--- src/rtl/irq_route_pkg.sv ---
package irq_route_pkg;

    // Width of the routing select field.
    localparam int SEL_W = 2;

    typedef enum logic [SEL_W-1:0] {
        ROUTE_HOST   = 2'd0,
        ROUTE_INDEX  = 2'd1,
        ROUTE_DMA    = 2'd2,
        ROUTE_FLOPPY = 2'd3
    } route_sel_e;

    // Peripheral request lines as seen by the routing table.
    typedef struct packed {
        logic host_dreq;
        logic host_int;
        logic flp_dreq;
        logic flp_int;
        logic dma_en;
    } req_lines_t;

    // Pair of CPU interrupt levels.
    typedef struct packed {
        logic irq;
        logic firq;
    } cpu_int_t;

    localparam cpu_int_t INT_NONE = '{irq: 1'b0, firq: 1'b0};

    // Four-way routing of the request lines onto the two CPU inputs.
    function automatic cpu_int_t route_lookup(
        input route_sel_e sel,
        input req_lines_t req,
        input logic       idx_flag
    );
        cpu_int_t r;
        r = INT_NONE;
        case (sel)
            ROUTE_HOST: begin
                r.irq  = req.host_dreq;
                r.firq = req.host_int;
            end
            ROUTE_INDEX: begin
                r.irq  = 1'b0;
                r.firq = idx_flag;
            end
            ROUTE_DMA: begin
                r.irq  = req.host_dreq & req.dma_en;
                r.firq = req.flp_int | req.host_int;
            end
            ROUTE_FLOPPY: begin
                r.irq  = req.flp_dreq;
                r.firq = req.flp_int;
            end
            default: r = INT_NONE;
        endcase
        return r;
    endfunction

endpackage

--- src/rtl/irq_route_ctl.sv ---
module irq_route_ctl
    import irq_route_pkg::*;
(
    input  logic             clk,
    input  logic             rst,
    input  logic             route_wr,
    input  logic [SEL_W-1:0] sel_in,
    input  logic             ena_n_in,
    output route_sel_e       sel_q,
    output logic             ena_n_q
);

    // Routing control byte: select field plus active-low enable.
    always_ff @(posedge clk) begin
        if (rst) begin
            sel_q   <= ROUTE_HOST;
            ena_n_q <= 1'b1;
        end else if (route_wr) begin
            sel_q   <= route_sel_e'(sel_in);
            ena_n_q <= ena_n_in;
        end
    end

endmodule

--- src/rtl/irq_route_index.sv ---
module irq_route_index (
    input  logic clk,
    input  logic rst,
    input  logic flp_index,
    input  logic clr_wr,
    input  logic clr_n_in,
    output logic latched
);

    logic prev_q;
    logic rise;

    // Previous index level; tracks the line through reset so a level
    // already high when reset ends does not count as an edge.
    always_ff @(posedge clk) begin
        prev_q <= flp_index;
    end

    assign rise = flp_index & ~prev_q;

    // Sticky flag: a new edge wins over a simultaneous clear.
    always_ff @(posedge clk) begin
        if (rst) begin
            latched <= 1'b0;
        end else if (rise) begin
            latched <= 1'b1;
        end else if (clr_wr && !clr_n_in) begin
            latched <= 1'b0;
        end
    end

endmodule

--- src/rtl/irq_route_table.sv ---
module irq_route_table
    import irq_route_pkg::*;
(
    input  logic       clk,
    input  logic       rst,
    input  route_sel_e sel,
    input  logic       ena_n,
    input  req_lines_t req,
    input  logic       idx_flag,
    output logic       cpu_irq,
    output logic       cpu_firq
);

    cpu_int_t next_int;
    cpu_int_t cur_q;

    always_comb begin
        if (ena_n) begin
            next_int = INT_NONE;
        end else begin
            next_int = route_lookup(sel, req, idx_flag);
        end
    end

    // Output levels are updated only when the routed value moves.
    always_ff @(posedge clk) begin
        if (rst) begin
            cur_q <= INT_NONE;
        end else if (next_int != cur_q) begin
            cur_q <= next_int;
        end
    end

    assign cpu_irq  = cur_q.irq;
    assign cpu_firq = cur_q.firq;

endmodule

--- src/rtl/irq_route_mux.sv ---
module irq_route_mux
    import irq_route_pkg::*;
#(
    parameter int DATA_W    = 8,
    parameter int SEL_LSB   = 0,
    parameter int ENA_N_BIT = 2,
    parameter int CLR_N_BIT = 2
) (
    input  logic              clk,
    input  logic              rst,
    input  logic              route_wr,
    input  logic              clr_wr,
    input  logic [DATA_W-1:0] wr_data,
    input  logic              host_dreq,
    input  logic              host_int,
    input  logic              flp_dreq,
    input  logic              flp_int,
    input  logic              flp_index,
    input  logic              dma_en,
    output logic              cpu_irq,
    output logic              cpu_firq
);

    localparam logic [DATA_W-1:0] SEL_MASK  = DATA_W'(((1 << SEL_W) - 1) << SEL_LSB);
    localparam logic [DATA_W-1:0] ENA_MASK  = DATA_W'(1 << ENA_N_BIT);
    localparam logic [DATA_W-1:0] CLR_MASK  = DATA_W'(1 << CLR_N_BIT);
    localparam logic [DATA_W-1:0] USED_MASK = SEL_MASK | ENA_MASK | CLR_MASK;

    route_sel_e sel_q;
    logic       ena_n_q;
    logic       idx_latched;
    req_lines_t req;
    logic       data_unused;

    // Bits of the control bytes that carry no function.
    assign data_unused = ^(wr_data & ~USED_MASK);

    assign req = '{host_dreq: host_dreq, host_int: host_int,
                   flp_dreq: flp_dreq, flp_int: flp_int, dma_en: dma_en};

    irq_route_ctl u_ctl (
        .clk      (clk),
        .rst      (rst),
        .route_wr (route_wr),
        .sel_in   (wr_data[SEL_LSB +: SEL_W]),
        .ena_n_in (wr_data[ENA_N_BIT]),
        .sel_q    (sel_q),
        .ena_n_q  (ena_n_q)
    );

    irq_route_index u_index (
        .clk       (clk),
        .rst       (rst),
        .flp_index (flp_index),
        .clr_wr    (clr_wr),
        .clr_n_in  (wr_data[CLR_N_BIT]),
        .latched   (idx_latched)
    );

    irq_route_table u_table (
        .clk      (clk),
        .rst      (rst),
        .sel      (sel_q),
        .ena_n    (ena_n_q),
        .req      (req),
        .idx_flag (idx_latched),
        .cpu_irq  (cpu_irq),
        .cpu_firq (cpu_firq)
    );

endmodule

--- config.mk ---
export PLATFORM = sky130hd
export DESIGN_NAME = irq_route_mux
export DESIGN_NICKNAME = d
export VERILOG_FILES = /design/src/rtl/irq_route_pkg.sv /design/src/rtl/irq_route_ctl.sv /design/src/rtl/irq_route_index.sv /design/src/rtl/irq_route_table.sv /design/src/rtl/irq_route_mux.sv
export SDC_FILE = /design/constraint.sdc
export NUM_CORES = 1
export LEC_CHECK = 0
export BUFFER_PORTS_ARGS = -buffer_cell sky130_fd_sc_hd__buf_2
export CAP_MARGIN = 40
export CORE_AREA = 2 2 39 41
export CTS_BUF_LIST = sky130_fd_sc_hd__clkbuf_4
export DETAILED_ROUTE_END_ITERATION = 16
export DIE_AREA = 0 0 41 43
export PLACE_DENSITY = 0.5
export SYNTH_ARGS = -nofsm -noshare
export SYNTH_HDL_FRONTEND = slang
export SYNTH_SLANG_ARGS = --single-unit
--- constraint.sdc ---
create_clock -name clk -period 0.9 [get_ports clk]
set_clock_uncertainty 0.2 [all_clocks]
set_input_delay 0.045 -clock clk [delete_from_list [all_inputs] [get_ports clk]]
set_output_delay 0.045 -clock clk [all_outputs]
set_load 0.005 [all_outputs]
# ---- After elaboration in Yosys (flattened, before gate mapping)
# Cells that the tools add are included.
dict set report word_totals {
  word_cells 22
  regBits 7
  output_inout_bits 2
  in_bits 18
}
dict set report classes {
  mux 4
  reduce_logical 4
  bitwise 4
  eq_ne 4
}
# operator count
set op_table {}
lappend op_table {{$pmux W2 S4} 1}
lappend op_table {{$eq A2 B2 Y1 const B} 2}
lappend op_table {{$and A1 B1 Y1} 2}
lappend op_table {{$eq A2 B1 Y1 const B} 1}
lappend op_table {{$logic_not A2 Y1} 1}
lappend op_table {{$mux W1} 2}
lappend op_table {{$mux W2} 1}
lappend op_table {{$ne A2 B2 Y1} 1}
lappend op_table {{$reduce_bool A2 Y1} 1}
lappend op_table {{$logic_and A1 B1 Y1} 1}
lappend op_table {{$logic_not A1 Y1} 1}
lappend op_table {{$not A1 Y1} 1}
lappend op_table {{$or A1 B1 Y1} 1}

# ---- Logic depth before layout (Yosys ltp)
# Gate-level depths: netlist of run 1.
dict set report logic_depth {
  ltp_word 4
  mapped_depth 3
  mapped_depth_nobuf 3
}

# ---- Hierarchy
# Synthesis of run 1 repeated with hierarchy kept, for this count alone.
dict set report unflattened {
  hier_cells 25
  area_unflattened_um2 277.8
}
# mod area_per_inst_um2 instances cells_per_inst seq_area_each_um2
set modules_own_cells {}
lappend modules_own_cells {irq_route_ctl 102.6 1 9 60.1}
lappend modules_own_cells {irq_route_table 102.6 1 10 40.0}
lappend modules_own_cells {irq_route_index 72.6 1 6 40.0}

# ---- Worst setup path before layout of run 1
# OpenSTA, ideal clock, no wires.
dict set report synth_timing {
  path_kind {flip-flop to flip-flop}
  start {register u_ctl.sel_q[0]}
  end {register u_table.cur_q (netlist bit u_table.cpu_firq)}
  t_arrival_ps 667
  setup_slack_ps -58
  setup_ps 91
  synth_period_minus_slack_ps 958
  required_ps 609
  stages_incl_launch_ff 3
  n_path_buf 0
  path_cell_list {dfxtp_1 nand2b_1 a311oi_1}
}
dict set report synth_between {
  elab_chain_len 4
  elab_cells_between_ends 7
  classes_between {eq/ne (4); mux (2); reduce/logical (1)}
}
# item line_no
set synth_lines {}
lappend synth_lines {{from (decl)} irq_route_ctl.sv:9} ;# output route_sel_e sel_q,
lappend synth_lines {{from (signal assigned)} irq_route_ctl.sv:19} ;# sel_q <= route_sel_e'(sel_in);
lappend synth_lines {{$eq A2 B2 Y1, or another cell as far along} irq_route_pkg.sv:38} ;# case (sel)
lappend synth_lines {{$pmux W2 S4 (*)} irq_route_pkg.sv:38}
lappend synth_lines {{$mux W2 (*)} irq_route_table.sv:18} ;# if (ena_n) begin
lappend synth_lines {{$ne A2 B2 Y1} irq_route_table.sv:29} ;# end else if (next_int != cur_q) begin
lappend synth_lines {{to (signal assigned)} irq_route_table.sv:30} ;# cur_q <= next_int;
lappend synth_lines {{to (decl)} irq_route_table.sv:15} ;# cpu_int_t cur_q;
# Every way passes the cells marked *; elsewhere a longest branch is shown, timed or not.
# A chain may end at the register's enable or synchronous reset.

# ---- Final worst setup path of run 1
# Ends and elaborated chain as after synthesis.

==> impl_metrics.sql, run 1 <==
INSERT INTO impl_metrics (metric_group, metric, value, unit) VALUES
('final_layout', 'instances_no_fill', '61', ''),
('detailed_routing', 'post_drt_via_cell_ratio', '4.07', ''),
('outcome', 'outcome', 'finished, violations left', ''),
('critical_path', 'cp.arrival', '0.98', 'ns'),
('clock_network', 'cts_hold_buf', '1', ''),
('detailed_routing', 'antenna_violating_nets_post_route', '0', ''),
('clock_network', 'path_clk_slew', '0.05', 'ns'),
('clock_network', 'cts_tree', 'built', ''),
('grt', 'grt_util_all_layers', '0.0897', ''),
('power', 'static-leakage-power', '0.189', 'nW'),
('timing', 'timing_max_transition_violations_final', '0', ''),
('detailed_routing', 'drc_errors', '0', ''),
('die', 'dieArea', '0.00176', 'mm^2'),
('critical_path', 'critical_path_peak_fanout', '5', ''),
('detailed_routing', 'route.vias.total', '248', ''),
('outcome', 'violations', 'negative hold slack, negative setup slack', ''),
('place', 'place.port_buffers', '14', ''),
('die', 'dieHeight', '43', 'um'),
('logic_synthesis', 'post-synth-top-area-cell', 'sky130_fd_sc_hd__dfxtp_1', ''),
('logic_synthesis', 'synthesis.area', '255', 'um^2'),
('critical_path', 'worstPathRequired', '0.86', 'ns'),
('critical_path', 'r2r_slack', '-0.12', 'ns'),
('logic_synthesis', 'ys_ff_latch', '7', ''),
('critical_path', 'critical_path.startpoint_type', 'flop', ''),
('power', 'p_int', '0.000577', 'W'),
('clock_network', 'clk_root_buffer_cell', 'sky130_fd_sc_hd__clkbuf_4', ''),
('critical_path', 'cp-end-kind', 'flop', ''),
('min_path', 'hold_path_class', 'input pin to flop', ''),
('clock_network', 'cts-root-to-sink-buffers', '2', ''),
('logic_synthesis', 'yosysUniqueCellTypes', '14', ''),
('logic_synthesis', 'avg_inst_size_synth', '10.2', 'um^2'),
('logic_synthesis', 'synthesized_nets', '43', ''),
('place', 'gp_routability_congestion', '0.674', ''),
('timing', 'worst-slew-pin-transition', '0.199', 'ns'),
('final_layout', 'layout_common_cells', '14 x sky130_fd_sc_hd__buf_2, 5 x sky130_fd_sc_hd__dfxtp_1, 4 x sky130_fd_sc_hd__clkbuf_4', ''),
('detailed_routing', 'initialDrtViolationCount', '5', ''),
('critical_path', 'criticalPathCategory', 'flop to flop', ''),
('detailed_routing', 'totalWireLength', '639', 'um'),
('power', 'vdd_ir_drop_max', '0.000939', 'V'),
('power', 'power.switching', '0.000159', 'W'),
('place', 'detailedPlace.worstSlack', '-0.0850', 'ns'),
('die', 'die-width', '41', 'um'),
('timing', 'timing.fmax', '982', 'MHz'),
('clock_network', 'clock_sink_count', '7', ''),
('die', 'core_area', '0.00138', 'mm^2'),
('grt', 'largest_net_degree_at_the_start_of_global_routing', '7', ''),
('clock_network', 'cts_inserted_buffers', '3', ''),
('timing', 'rsz0062_at_grt', 'yes', ''),
('die', 'top_level_ports', '20', ''),
('detailed_routing', 'drt_first_pass_iters', '2', ''),
('timing', 'setup-violations-final', '3', ''),
('timing', 'timing.final.crit_share', '1.13', ''),
('die', 'placementRows', '14', ''),
('power', 'power.sequential.fraction', '0.459', ''),
('critical_path', 'critical_path.reg2reg.endpoint', 'u_table.cpu_firq', ''),
('timing', 'finalHoldViolations', '6', ''),
('power', 'power.clock.fraction', '0.429', ''),
('detailed_routing', 'routedWlPerCell', '10.5', 'um'),
('logic_synthesis', 'ys_warn_count', '0', ''),
('power', 'swShare', '0.216', ''),
('die', 'floorplan.initialDensity', '0.184', ''),
('final_layout', 'layout-drive-gt1-share', '0.511', ''),
('final_layout', 'layout.cells.most_common', 'sky130_fd_sc_hd__buf_2', ''),
('timing', 'fin_ws', '-0.118', 'ns'),
('final_layout', 'antenna_cells', '0', ''),
('clock_network', 'cts_htree_levels', '1', ''),
('power', 'power_density', '1800', 'mW/mm^2'),
('timing', 'finalHoldWorstSlack', '-0.179', 'ns'),
('place', 'placed_cells_incl_taps', '56', ''),
('logic_synthesis', 'synth_top_cells_by_area', 'sky130_fd_sc_hd__dfxtp_1 55%, sky130_fd_sc_hd__mux2i_1 7.8%, sky130_fd_sc_hd__nand2b_1 7.4%', ''),
('grt', 'grt_antenna_before_repair', '0', '');
==> worst max-delay path by stage <==
stage | from | slack (ns) | depth (start not counted) | to
floorplan | u_ctl.sel_q[0] | -0.05 | 2 | u_table.cpu_firq
global placement | u_ctl.sel_q[0] | -0.07 | 2 | u_table.cpu_firq
detailed placement | u_ctl.sel_q[0] | -0.09 | 2 | u_table.cpu_firq
CTS | u_ctl.sel_q[0] | -0.09 | 2 | u_table.cpu_firq
global route | u_ctl.sel_q[0] | -0.17 | 2 | u_table.cpu_firq
finish | u_ctl.sel_q[0] | -0.12 | 2 | u_table.cpu_firq
==> power groups by stage <==
stage | registers (W) | logic, W | clock network [W]
6_report | 0.000338 | 0.0000826 | 0.000315
5_1_grt | 0.000339 | 0.0000903 | 0.000359
4_1_cts | 0.000337 | 0.0000788 | 0.000342
3_5_place_dp | 0.000344 | 0.0000711 | 0
3_3_place_gp | 0.000344 | 0.0000719 | 0
2_1_floorplan | 0.000343 | 0.0000276 | 0
==> logic make-up after synthesis <==
family,after synthesis,synth area share
DFF,7,0.549
and+or+nand+nor,10,0.216
muxes,2,0.0784
AOI/OAI and AO/OA,5,0.142
buffers and inverters,1,0.0147
==> sequential cells by signal (all words and copies together), names as in the netlist <==
register          flops
u_ctl.sel_q           2
u_ctl.ena_n_q         1
u_index.latched       1
u_index.prev_q        1
u_table.cpu_firq      1
u_table.cpu_irq       1
==> layout make-up <==
type | count | area [um^2]
Inverter | 1 | 3.75
Tap cell | 16 | 20.0
Multi-Input combinational cell | 17 | 125
Clock buffer | 4 | 30.0
Sequential cell | 7 | 143
Timing Repair Buffer | 16 | 87.6
Fill cell | 159 | 975
==> critical path, cell delays in order, from the launching register on <==
cell and delay (ns):
sky130_fd_sc_hd__dfxtp_2 0.33, sky130_fd_sc_hd__nand2b_4 0.14, sky130_fd_sc_hd__a311oi_2 0.26
==> Yosys cell counts <==
| library cell | instances |
|---|---|
| sky130_fd_sc_hd__inv_1 | 1 |
| sky130_fd_sc_hd__a32oi_1 | 1 |
| sky130_fd_sc_hd__nor3_1 | 1 |
| sky130_fd_sc_hd__mux2i_1 | 2 |
| sky130_fd_sc_hd__a21oi_1 | 1 |
| sky130_fd_sc_hd__nand3b_1 | 1 |
| sky130_fd_sc_hd__a311oi_1 | 1 |
| sky130_fd_sc_hd__nand2_1 | 1 |
| sky130_fd_sc_hd__nor2b_1 | 2 |
| sky130_fd_sc_hd__a211o_1 | 1 |
| sky130_fd_sc_hd__nor2_1 | 2 |
| sky130_fd_sc_hd__o21ai_0 | 1 |
| sky130_fd_sc_hd__nand2b_1 | 3 |
| sky130_fd_sc_hd__dfxtp_1 | 7 |
==> routing by layer <==
| metal | up-vias | GRT usage | wire, um |
|---|---|---|---|
| li1 | 131 | - | - |
| met1 | 100 | 0.0977 | 283 |
| met2 | 17 | 0.0938 | 240 |
| met3 | 0 | 0.0890 | 116 |
| met4 | 0 | 0.0800 | 0 |
| met5 | - | 0 | 0 |
==> per-stage QoR <==
| stage | TNS [ns] | total power, W | utilization | cell area (um^2) |
|---|---|---|---|---|
| after floorplan | -0.0851 | 0.000370 | - | 258 |
| after global placement | -0.162 | 0.000416 | 0.257 | 355 |
| after detailed placement | -0.165 | 0.000415 | 0.257 | 355 |
| after CTS | -0.223 | 0.000758 | 0.291 | 403 |
| after global routing | -0.395 | 0.000788 | 0.296 | 409 |
| final | -0.207 | 0.000736 | 0.296 | 409 |
==> timing repair <==
item | CTS | global route
gates resized for setup | 1 | 1
endpoints found under the hold margin | 7 | 6
pin swaps | 0 | 0
endpoints found under the setup margin | 5 | 5
setup buffers | 0 | 0
(Power assumes the default switching activity.)
==> run 2, diff against run 1 <==
--- a/config.mk
+++ b/config.mk
@@ -8,7 +8,7 @@
 export BUFFER_PORTS_ARGS = -buffer_cell sky130_fd_sc_hd__buf_2
 export CAP_MARGIN = 40
 export CORE_AREA = 2 2 39 41
-export CTS_BUF_LIST = sky130_fd_sc_hd__clkbuf_4
+export CTS_BUF_LIST = sky130_fd_sc_hd__clkbuf_8
 export DETAILED_ROUTE_END_ITERATION = 16
 export DIE_AREA = 0 0 41 43
 export PLACE_DENSITY = 0.5
==> impl_metrics.sql, run 2 (same netlist as run 1, synthesis figures left out) <==
INSERT INTO impl_metrics (metric_group, metric, value, unit) VALUES
('timing', 'rsz0062_at_grt', 'yes', ''),
('timing', 'setup-violations-final', '3', ''),
('clock_network', 'cts_htree_levels', '1', ''),
('power', 'relative_contribution_of_combinational_cells_to_total_power', '0.095', ''),
('clock_network', 'cts_hold_buf', '1', ''),
('die', 'floorplan.initialDensity', '0.184', ''),
('min_path', 'hold_path_class', 'input pin to flop', ''),
('min_path', 'hold_path_startpoint', 'wr_data[2]', ''),
('timing', 'finalHoldViolations', '6', ''),
('power', 'power.clock.fraction', '0.504', ''),
('timing', 'timing.fmax', '990', 'MHz'),
('power', 'power.switching', '0.000174', 'W'),
('power', 'swShare', '0.205', ''),
('die', 'top_level_ports', '20', ''),
('detailed_routing', 'post_drt_via_cell_ratio', '4.20', ''),
('clock_network', 'post-cts-setup-buffer-count', '0', ''),
('clock_network', 'clk_root_buffer_cell', 'sky130_fd_sc_hd__clkbuf_8', ''),
('grt', 'largest_net_degree_at_the_start_of_global_routing', '7', ''),
('grt', 'grt_antenna_before_repair', '0', ''),
('critical_path', 'slowest_stage_cell_cp', 'sky130_fd_sc_hd__dfxtp_2', ''),
('critical_path', 'critical_path_peak_fanout', '5', ''),
('timing', 'timing.max_slew.rel_slack', '0.868', ''),
('critical_path', 'crit_path_cell_trace', 'nand2b_4 -> a311oi_2', ''),
('critical_path', 'worstPathRequired', '0.84', 'ns'),
('critical_path', 'cp.arrival', '0.95', 'ns'),
('power', 'power_density', '2020', 'mW/mm^2'),
('final_layout', 'layout_common_cells', '13 x sky130_fd_sc_hd__buf_2, 5 x sky130_fd_sc_hd__dfxtp_1, 3 x sky130_fd_sc_hd__clkbuf_8', ''),
('place', 'placement.cell_area', '355', 'um^2'),
('detailed_routing', 'totalWireLength', '631', 'um'),
('critical_path', 'criticalPathCategory', 'flop to flop', ''),
('detailed_routing', 'initialDrtViolationCount', '2', ''),
('clock_network', 'clock_latency_on_the_worst_skew_pair', '0.23', 'ns'),
('timing', 'finalHoldWorstSlack', '-0.156', 'ns'),
('min_path', 'timing.hold.worst_path_depth', '2', ''),
('clock_network', 'clock_sink_count', '7', ''),
('detailed_routing', 'drc_errors', '0', ''),
('outcome', 'outcome', 'finished, violations left', ''),
('detailed_routing', 'antenna_violating_nets_post_route', '0', ''),
('job', 'maxCapViolCount', '0', ''),
('power', 'p_int', '0.000672', 'W'),
('die', 'core_area', '0.00138', 'mm^2'),
('final_layout', 'layout-drive-gt1-share', '0.477', ''),
('die', 'dieArea', '0.00176', 'mm^2'),
('critical_path', 'reg2reg_from', 'u_ctl.sel_q[0]', ''),
('final_layout', 'area.growth.synth_to_final', '64.2', '%'),
('detailed_routing', 'route.vias.total', '252', ''),
('detailed_routing', 'drt_first_pass_iters', '4', ''),
('clock_network', 'cts_tree', 'built', ''),
('timing', 'period_needed', '1.01', 'ns'),
('die', 'placementRows', '14', ''),
('timing', 'timing.final.crit_share', '1.12', ''),
('outcome', 'violations', 'negative hold slack, negative setup slack', ''),
('critical_path', 'r2r_slack', '-0.11', 'ns'),
('power', 'vdd_ir_drop_max', '0.00109', 'V'),
('critical_path', 'critical_path.startpoint_type', 'flop', ''),
('place', 'detailedPlace.worstSlack', '-0.0850', 'ns'),
('place', 'place.port_buffers', '14', ''),
('place', 'gp_routability_congestion', '0.674', ''),
('grt', 'first_pass_grt_wire_length', '924', 'um'),
('timing', 'worst-slew-pin-transition', '0.198', 'ns'),
('clock_network', 'path_clk_slew', '0.04', 'ns'),
('die', 'dieHeight', '43', 'um'),
('power', 'power.sequential.fraction', '0.401', ''),
('critical_path', 'crit_path_max_incr_delay', '0.33', 'ns'),
('power', 'static-leakage-power', '0.194', 'nW'),
('clock_network', 'cts_inserted_buffers', '3', ''),
('min_path', 'min_delay_worst_endpoint', 'u_ctl.ena_n_q', ''),
('critical_path', 'cp-end-kind', 'flop', ''),
('timing', 'timing_max_transition_violations_final', '0', ''),
('timing', 'fin_ws', '-0.110', 'ns'),
('final_layout', 'layout.cells.most_common', 'sky130_fd_sc_hd__buf_2', ''),
('grt', 'grt_pass1_vias', '224', ''),
('grt', 'globalRouteOverflowTotal', '0', ''),
('grt', 'grt_util_all_layers', '0.0907', ''),
('critical_path', 'critical_path.reg2reg.endpoint', 'u_table.cpu_firq', ''),
('final_layout', 'finish.net_count', '63', ''),
('final_layout', 'max_flop_register', 'u_ctl.sel_q', ''),
('clock_network', 'cts-root-to-sink-buffers', '2', ''),
('critical_path', 'worstRegToRegCells', '2', ''),
('final_layout', 'post_route_utilization', '0.303', ''),
('final_layout', 'post-route-cell-area', '419', 'um^2'),
('final_layout', 'largest_reg_flops', '2', ''),
('timing', 'totalNegativeSetupSlack', '-0.196', 'ns'),
('final_layout', 'antenna_cells', '0', ''),
('detailed_routing', 'routedWlPerCell', '10.5', 'um'),
('die', 'die-width', '41', 'um');
-- run 2: cell types whose count changed in the layout (fill, tap and decap cells not counted), sizes merged --
cell,delta
clkbuf,-1
inv,+1
buf,-1
-- run 2: repair_timing --
action / in CTS / in global routing
endpoints found under the hold margin: 7 / 6
resized for setup: 1 / 1
setup endpoints to repair: 3 / 4
-- run 2: cell type report --
| type | count | area (um^2) |
|---|---|---|
| fillers | 154 | 965 |
| flip-flops and latches | 7 | 143 |
| multi-input cells | 17 | 125 |
| repair buffers | 15 | 82.6 |
| clock buffers | 3 | 41.3 |
| well taps | 16 | 20.0 |
| clock inverters | 1 | 3.75 |
| inverters | 1 | 3.75 |
-- run 2: power by group through the flow --
stage	Sequential [W]	Combinational, W	Clock [W]
5_1_grt	0.000341	0.0000886	0.000474
3_3_place_gp	0.000344	0.0000719	0
2_1_floorplan	0.000343	0.0000276	0
3_5_place_dp	0.000344	0.0000711	0
4_1_cts	0.000339	0.0000788	0.000454
6_report	0.000339	0.0000804	0.000426
-- run 2: worst max-delay path by stage --
stage / from / slack (ns) / cells after the start / end
6_report: u_ctl.sel_q[0] / -0.11 / 2 / u_table.cpu_firq
5_1_grt: u_ctl.sel_q[0] / -0.17 / 2 / u_table.cpu_firq
4_1_cts: u_ctl.sel_q[0] / -0.08 / 2 / u_table.cpu_firq
3_5_place_dp: u_ctl.sel_q[0] / -0.09 / 2 / u_table.cpu_firq
3_3_place_gp: u_ctl.sel_q[0] / -0.07 / 2 / u_table.cpu_firq
2_1_floorplan: u_ctl.sel_q[0] / -0.05 / 2 / u_table.cpu_firq
-- run 2: worst max-delay path: cells and delay by family (launching register included) --
| kind | cells | cell delay [ns] |
|---|---|---|
| AOI/OAI and AO/OA | 1 | 0.26 |
| DFF | 1 | 0.33 |
| and+or+nand+nor | 1 | 0.14 |
-- run 2: through the flow --
step	power, W	std cells
CTS	0.000871	61
global placement	0.000416	56
global route	0.000903	60
finish	0.000846	60
floorplan	0.000370	25
detailed placement	0.000415	56
-- run 2: routing by layer --
| metal | vias up | GRT usage | wire length [um] |
|---|---|---|---|
| met3 | 0 | 0.0890 | 122 |
| met1 | 106 | 0.101 | 256 |
| li1 | 127 | - | - |
| met5 | - | 0 | 0 |
| met2 | 19 | 0.0938 | 253 |
| met4 | 0 | 0.0800 | 0 |
==> run 3, diff against run 2 <==
--- a/config.mk
+++ b/config.mk
@@ -5,13 +5,14 @@
 export SDC_FILE = /design/constraint.sdc
 export NUM_CORES = 1
 export LEC_CHECK = 0
+export ABC_AREA = 1
 export BUFFER_PORTS_ARGS = -buffer_cell sky130_fd_sc_hd__buf_2
 export CAP_MARGIN = 40
 export CORE_AREA = 2 2 39 41
 export CTS_BUF_LIST = sky130_fd_sc_hd__clkbuf_8
 export DETAILED_ROUTE_END_ITERATION = 16
 export DIE_AREA = 0 0 41 43
-export PLACE_DENSITY = 0.5
+export PLACE_DENSITY = 0.52
 export SYNTH_ARGS = -nofsm -noshare
 export SYNTH_HDL_FRONTEND = slang
 export SYNTH_SLANG_ARGS = --single-unit
==> impl_metrics.sql, run 3 <==
INSERT INTO impl_metrics (metric_group, metric, value, unit) VALUES
('outcome', 'outcome', 'finished, violations left', ''),
('outcome', 'violations', 'negative hold slack, negative setup slack', ''),
('logic_synthesis', 'yosysUniqueCellTypes', '8', ''),
('timing', 'finalHoldViolations', '6', ''),
('die', 'die-width', '41', 'um'),
('grt', 'grt_util_all_layers', '0.0956', ''),
('clock_network', 'cts-root-to-sink-buffers', '2', ''),
('final_layout', 'layout-drive-gt1-share', '0.400', ''),
('logic_synthesis', 'ys_ff_latch', '7', ''),
('critical_path', 'cp-end-kind', 'flop', ''),
('detailed_routing', 'post_drt_via_cell_ratio', '3.80', ''),
('die', 'top_level_ports', '20', ''),
('place', 'dp_hpwl', '449', 'um'),
('logic_synthesis', 'most_frequently_used_cell_type_in_the_post_synthesis_netlist', 'sky130_fd_sc_hd__nand2_1', ''),
('logic_synthesis', 'synth_xor_area_frac', '0', ''),
('detailed_routing', 'initialDrtViolationCount', '0', ''),
('clock_network', 'path_clk_slew', '0.04', 'ns'),
('final_layout', 'area.growth.synth_to_final', '61.1', '%'),
('detailed_routing', 'totalWireLength', '572', 'um'),
('clock_network', 'clock_sink_count', '7', ''),
('final_layout', 'antenna_cells', '0', ''),
('critical_path', 'crit_path_max_incr_delay', '0.56', 'ns'),
('logic_synthesis', 'synth_common_cells', '11 x sky130_fd_sc_hd__nand2_1, 9 x sky130_fd_sc_hd__inv_1, 7 x sky130_fd_sc_hd__dfxtp_1', ''),
('power', 'static-leakage-power', '0.234', 'nW'),
('logic_synthesis', 'ys_seq_area_frac', '0.507', ''),
('grt', 'largest_net_degree_at_the_start_of_global_routing', '7', ''),
('timing', 'timing.fmax', '1100', 'MHz'),
('logic_synthesis', 'synth_top_flop_cell', 'sky130_fd_sc_hd__dfxtp_1', ''),
('logic_synthesis', 'synth_largest_type_area_fraction', '0.507', ''),
('die', 'placementRows', '14', ''),
('timing', 'setup-violations-final', '2', ''),
('power', 'vdd_ir_drop_max', '0.000643', 'V'),
('grt', 'grt_antenna_before_repair', '0', ''),
('timing', 'worst-slew-pin-transition', '0.208', 'ns'),
('power', 'power.clock.fraction', '0.502', ''),
('die', 'dieHeight', '43', 'um'),
('detailed_routing', 'antenna_violating_nets_post_route', '0', ''),
('logic_synthesis', 'syn_inst', '40', ''),
('logic_synthesis', 'ys_warn_count', '0', ''),
('clock_network', 'cts_tree', 'built', ''),
('power', 'relative_contribution_of_combinational_cells_to_total_power', '0.099', ''),
('critical_path', 'slowest_stage_cell_cp', 'sky130_fd_sc_hd__dlygate4sd3_1', ''),
('timing', 'rsz0062_at_grt', 'yes', ''),
('logic_synthesis', 'asyncSetResetFlopFracSynth', '0', ''),
('final_layout', 'finish.net_count', '79', ''),
('grt', 'globalRouteOverflowTotal', '0', ''),
('timing', 'timing_max_transition_violations_final', '0', ''),
('die', 'floorplan.initialDensity', '0.200', ''),
('critical_path', 'cp.arrival', '0.82', 'ns'),
('final_layout', 'max_flop_register', 'u_ctl.sel_q', ''),
('logic_synthesis', 'synth_top_cells_by_area', 'sky130_fd_sc_hd__dfxtp_1 51%, sky130_fd_sc_hd__nand2_1 15%, sky130_fd_sc_hd__inv_1 12%', ''),
('die', 'dieArea', '0.00176', 'mm^2'),
('final_layout', 'largest_reg_flops', '2', ''),
('detailed_routing', 'routedWlPerCell', '7.53', 'um'),
('logic_synthesis', 'synthesis.area', '277', 'um^2'),
('clock_network', 'cts_inserted_buffers', '3', ''),
('detailed_routing', 'drt_first_pass_iters', '1', ''),
('timing', 'fin_ws', '-0.00782', 'ns'),
('logic_synthesis', 'post-synth-top-area-cell', 'sky130_fd_sc_hd__dfxtp_1', ''),
('timing', 'totalNegativeSetupSlack', '-0.0102', 'ns'),
('clock_network', 'cts_htree_levels', '1', ''),
('detailed_routing', 'drc_errors', '0', ''),
('final_layout', 'instances_no_fill', '76', ''),
('final_layout', 'layout_common_cells', '14 x sky130_fd_sc_hd__buf_2, 11 x sky130_fd_sc_hd__nand2_1, 9 x sky130_fd_sc_hd__inv_1, 5 x sky130_fd_sc_hd__dfxtp_1, 4 x sky130_fd_sc_hd__nor2_1', ''),
('final_layout', 'layout.cells.most_common', 'sky130_fd_sc_hd__buf_2', ''),
('logic_synthesis', 'synthesized_nets', '58', ''),
('power', 'power.switching', '0.000186', 'W'),
('die', 'core_area', '0.00138', 'mm^2'),
('logic_synthesis', 'mux_contribution_to_synthesized_area', '0', ''),
('grt', 'first_pass_grt_wire_length', '979', 'um'),
('place', 'placement.cell_area', '375', 'um^2'),
('min_path', 'hold_path_class', 'input pin to flop', ''),
('final_layout', 'post-route-cell-area', '445', 'um^2'),
('place', 'gp_routability_congestion', '0.714', ''),
('logic_synthesis', 'synth-compound-area-share', '0.136', ''),
('logic_synthesis', 'avg_inst_size_synth', '6.91', 'um^2'),
('logic_synthesis', 'synth_edf_count', '0', ''),
('logic_synthesis', 'main_combinational_cell_family_by_area_after_synthesis', 'simple AND/OR/NAND/NOR gates', ''),
('detailed_routing', 'route.vias.total', '289', ''),
('power', 'power.sequential.fraction', '0.399', ''),
('power', 'power_density', '1920', 'mW/mm^2'),
('power', 'p_int', '0.000670', 'W'),
('job', 'maxCapViolCount', '0', ''),
('timing', 'timing.final.crit_share', '1.01', ''),
('timing', 'period_needed', '0.908', 'ns'),
('grt', 'grt_pass1_vias', '260', ''),
('critical_path', 'critical_path.startpoint_type', 'input pin', ''),
('place', 'placed_cells_incl_taps', '71', ''),
('clock_network', 'clock_latency_on_the_worst_skew_pair', '0.22', 'ns'),
('critical_path', 'criticalPathCategory', 'input pin to flop', ''),
('power', 'swShare', '0.217', ''),
('logic_synthesis', 'synth_adder_area_share', '0', ''),
('timing', 'finalHoldWorstSlack', '-0.190', 'ns'),
('critical_path', 'critical_path_peak_fanout', '2', ''),
('place', 'place.port_buffers', '14', ''),
('logic_synthesis', 'synthSimpleGateAreaFrac', '0.235', ''),
('critical_path', 'worstPathRequired', '0.82', 'ns'),
('clock_network', 'post-cts-setup-buffer-count', '0', ''),
('critical_path', 'crit_path_cell_trace', 'buf_2 -> dlygate4sd3_1 -> nand2_1 -> a21oi_1', ''),
('timing', 'timing.max_slew.rel_slack', '0.860', ''),
('clock_network', 'clk_root_buffer_cell', 'sky130_fd_sc_hd__clkbuf_8', ''),
('final_layout', 'post_route_utilization', '0.322', '');
run 3: power by group through the flow:
stage                     clock, W  combinational (W)  sequential, W
after detailed placement         0          0.0000781       0.000346
final                     0.000430          0.0000847       0.000341
after global placement           0          0.0000770       0.000346
after floorplan                  0          0.0000380       0.000344
after CTS                 0.000443          0.0000852       0.000343
after global routing      0.000470          0.0000983       0.000344
run 3: worst paths after layout:
check | startpoint | end | slack [ns] | cells past startpoint
min | rst | u_index.latched | -0.19 | 2
max | flp_index | u_index.latched | -0.008 | 4
min reg2reg | u_index.latched | u_index.latched | 0.26 | 2
max reg2reg | u_ctl.sel_q[0] | u_table.cpu_firq | 0 | 5
run 3: worst max-delay path, delay by kind of cell:
kind	cells	cell delay, ns
simple gates	1	0.08
buf+inv	2	0.65
compound gates	1	0.05
run 3: cell families after synthesis:
kind of cell | count (synthesis)
buffers and inverters | 9
flip-flops | 7
AO/OA/AOI/OAI | 7
AND/OR/NAND/NOR | 17
run 3: area by class of cell:
| type | count | area [um^2] |
|---|---|---|
| Sequential cell | 7 | 145 |
| Fill cell | 154 | 938 |
| Timing Repair Buffer | 16 | 87.6 |
| Tap cell | 16 | 20.0 |
| Inverter | 9 | 33.8 |
| Clock inverter | 1 | 3.75 |
| Multi-Input combinational cell | 24 | 114 |
| Clock buffer | 3 | 41.3 |
run 3: per-stage QoR:
step                      setup WS [ns]  total power [W]
after global routing            -0.0471         0.000913
after detailed placement        -0.0181         0.000424
after global placement          -0.0233         0.000423
final                          -0.00782         0.000856
after floorplan                  0.0209         0.000382
after CTS                       -0.0142         0.000871
run 3: repair_timing:
item,4_1_cts,5_1_grt
endpoints found under the setup margin,3,4
gates resized for setup,4,2
pin swaps,0,3
hold endpoints to repair,7,7
hold buffers,1,1
run 3: routing by layer:
layer	track usage	vias up	wire, um
met5	0	-	0
met2	0.106	9	261
met1	0.100	119	255
met4	0.100	0	0
met3	0.0785	0	55
li1	-	161	-
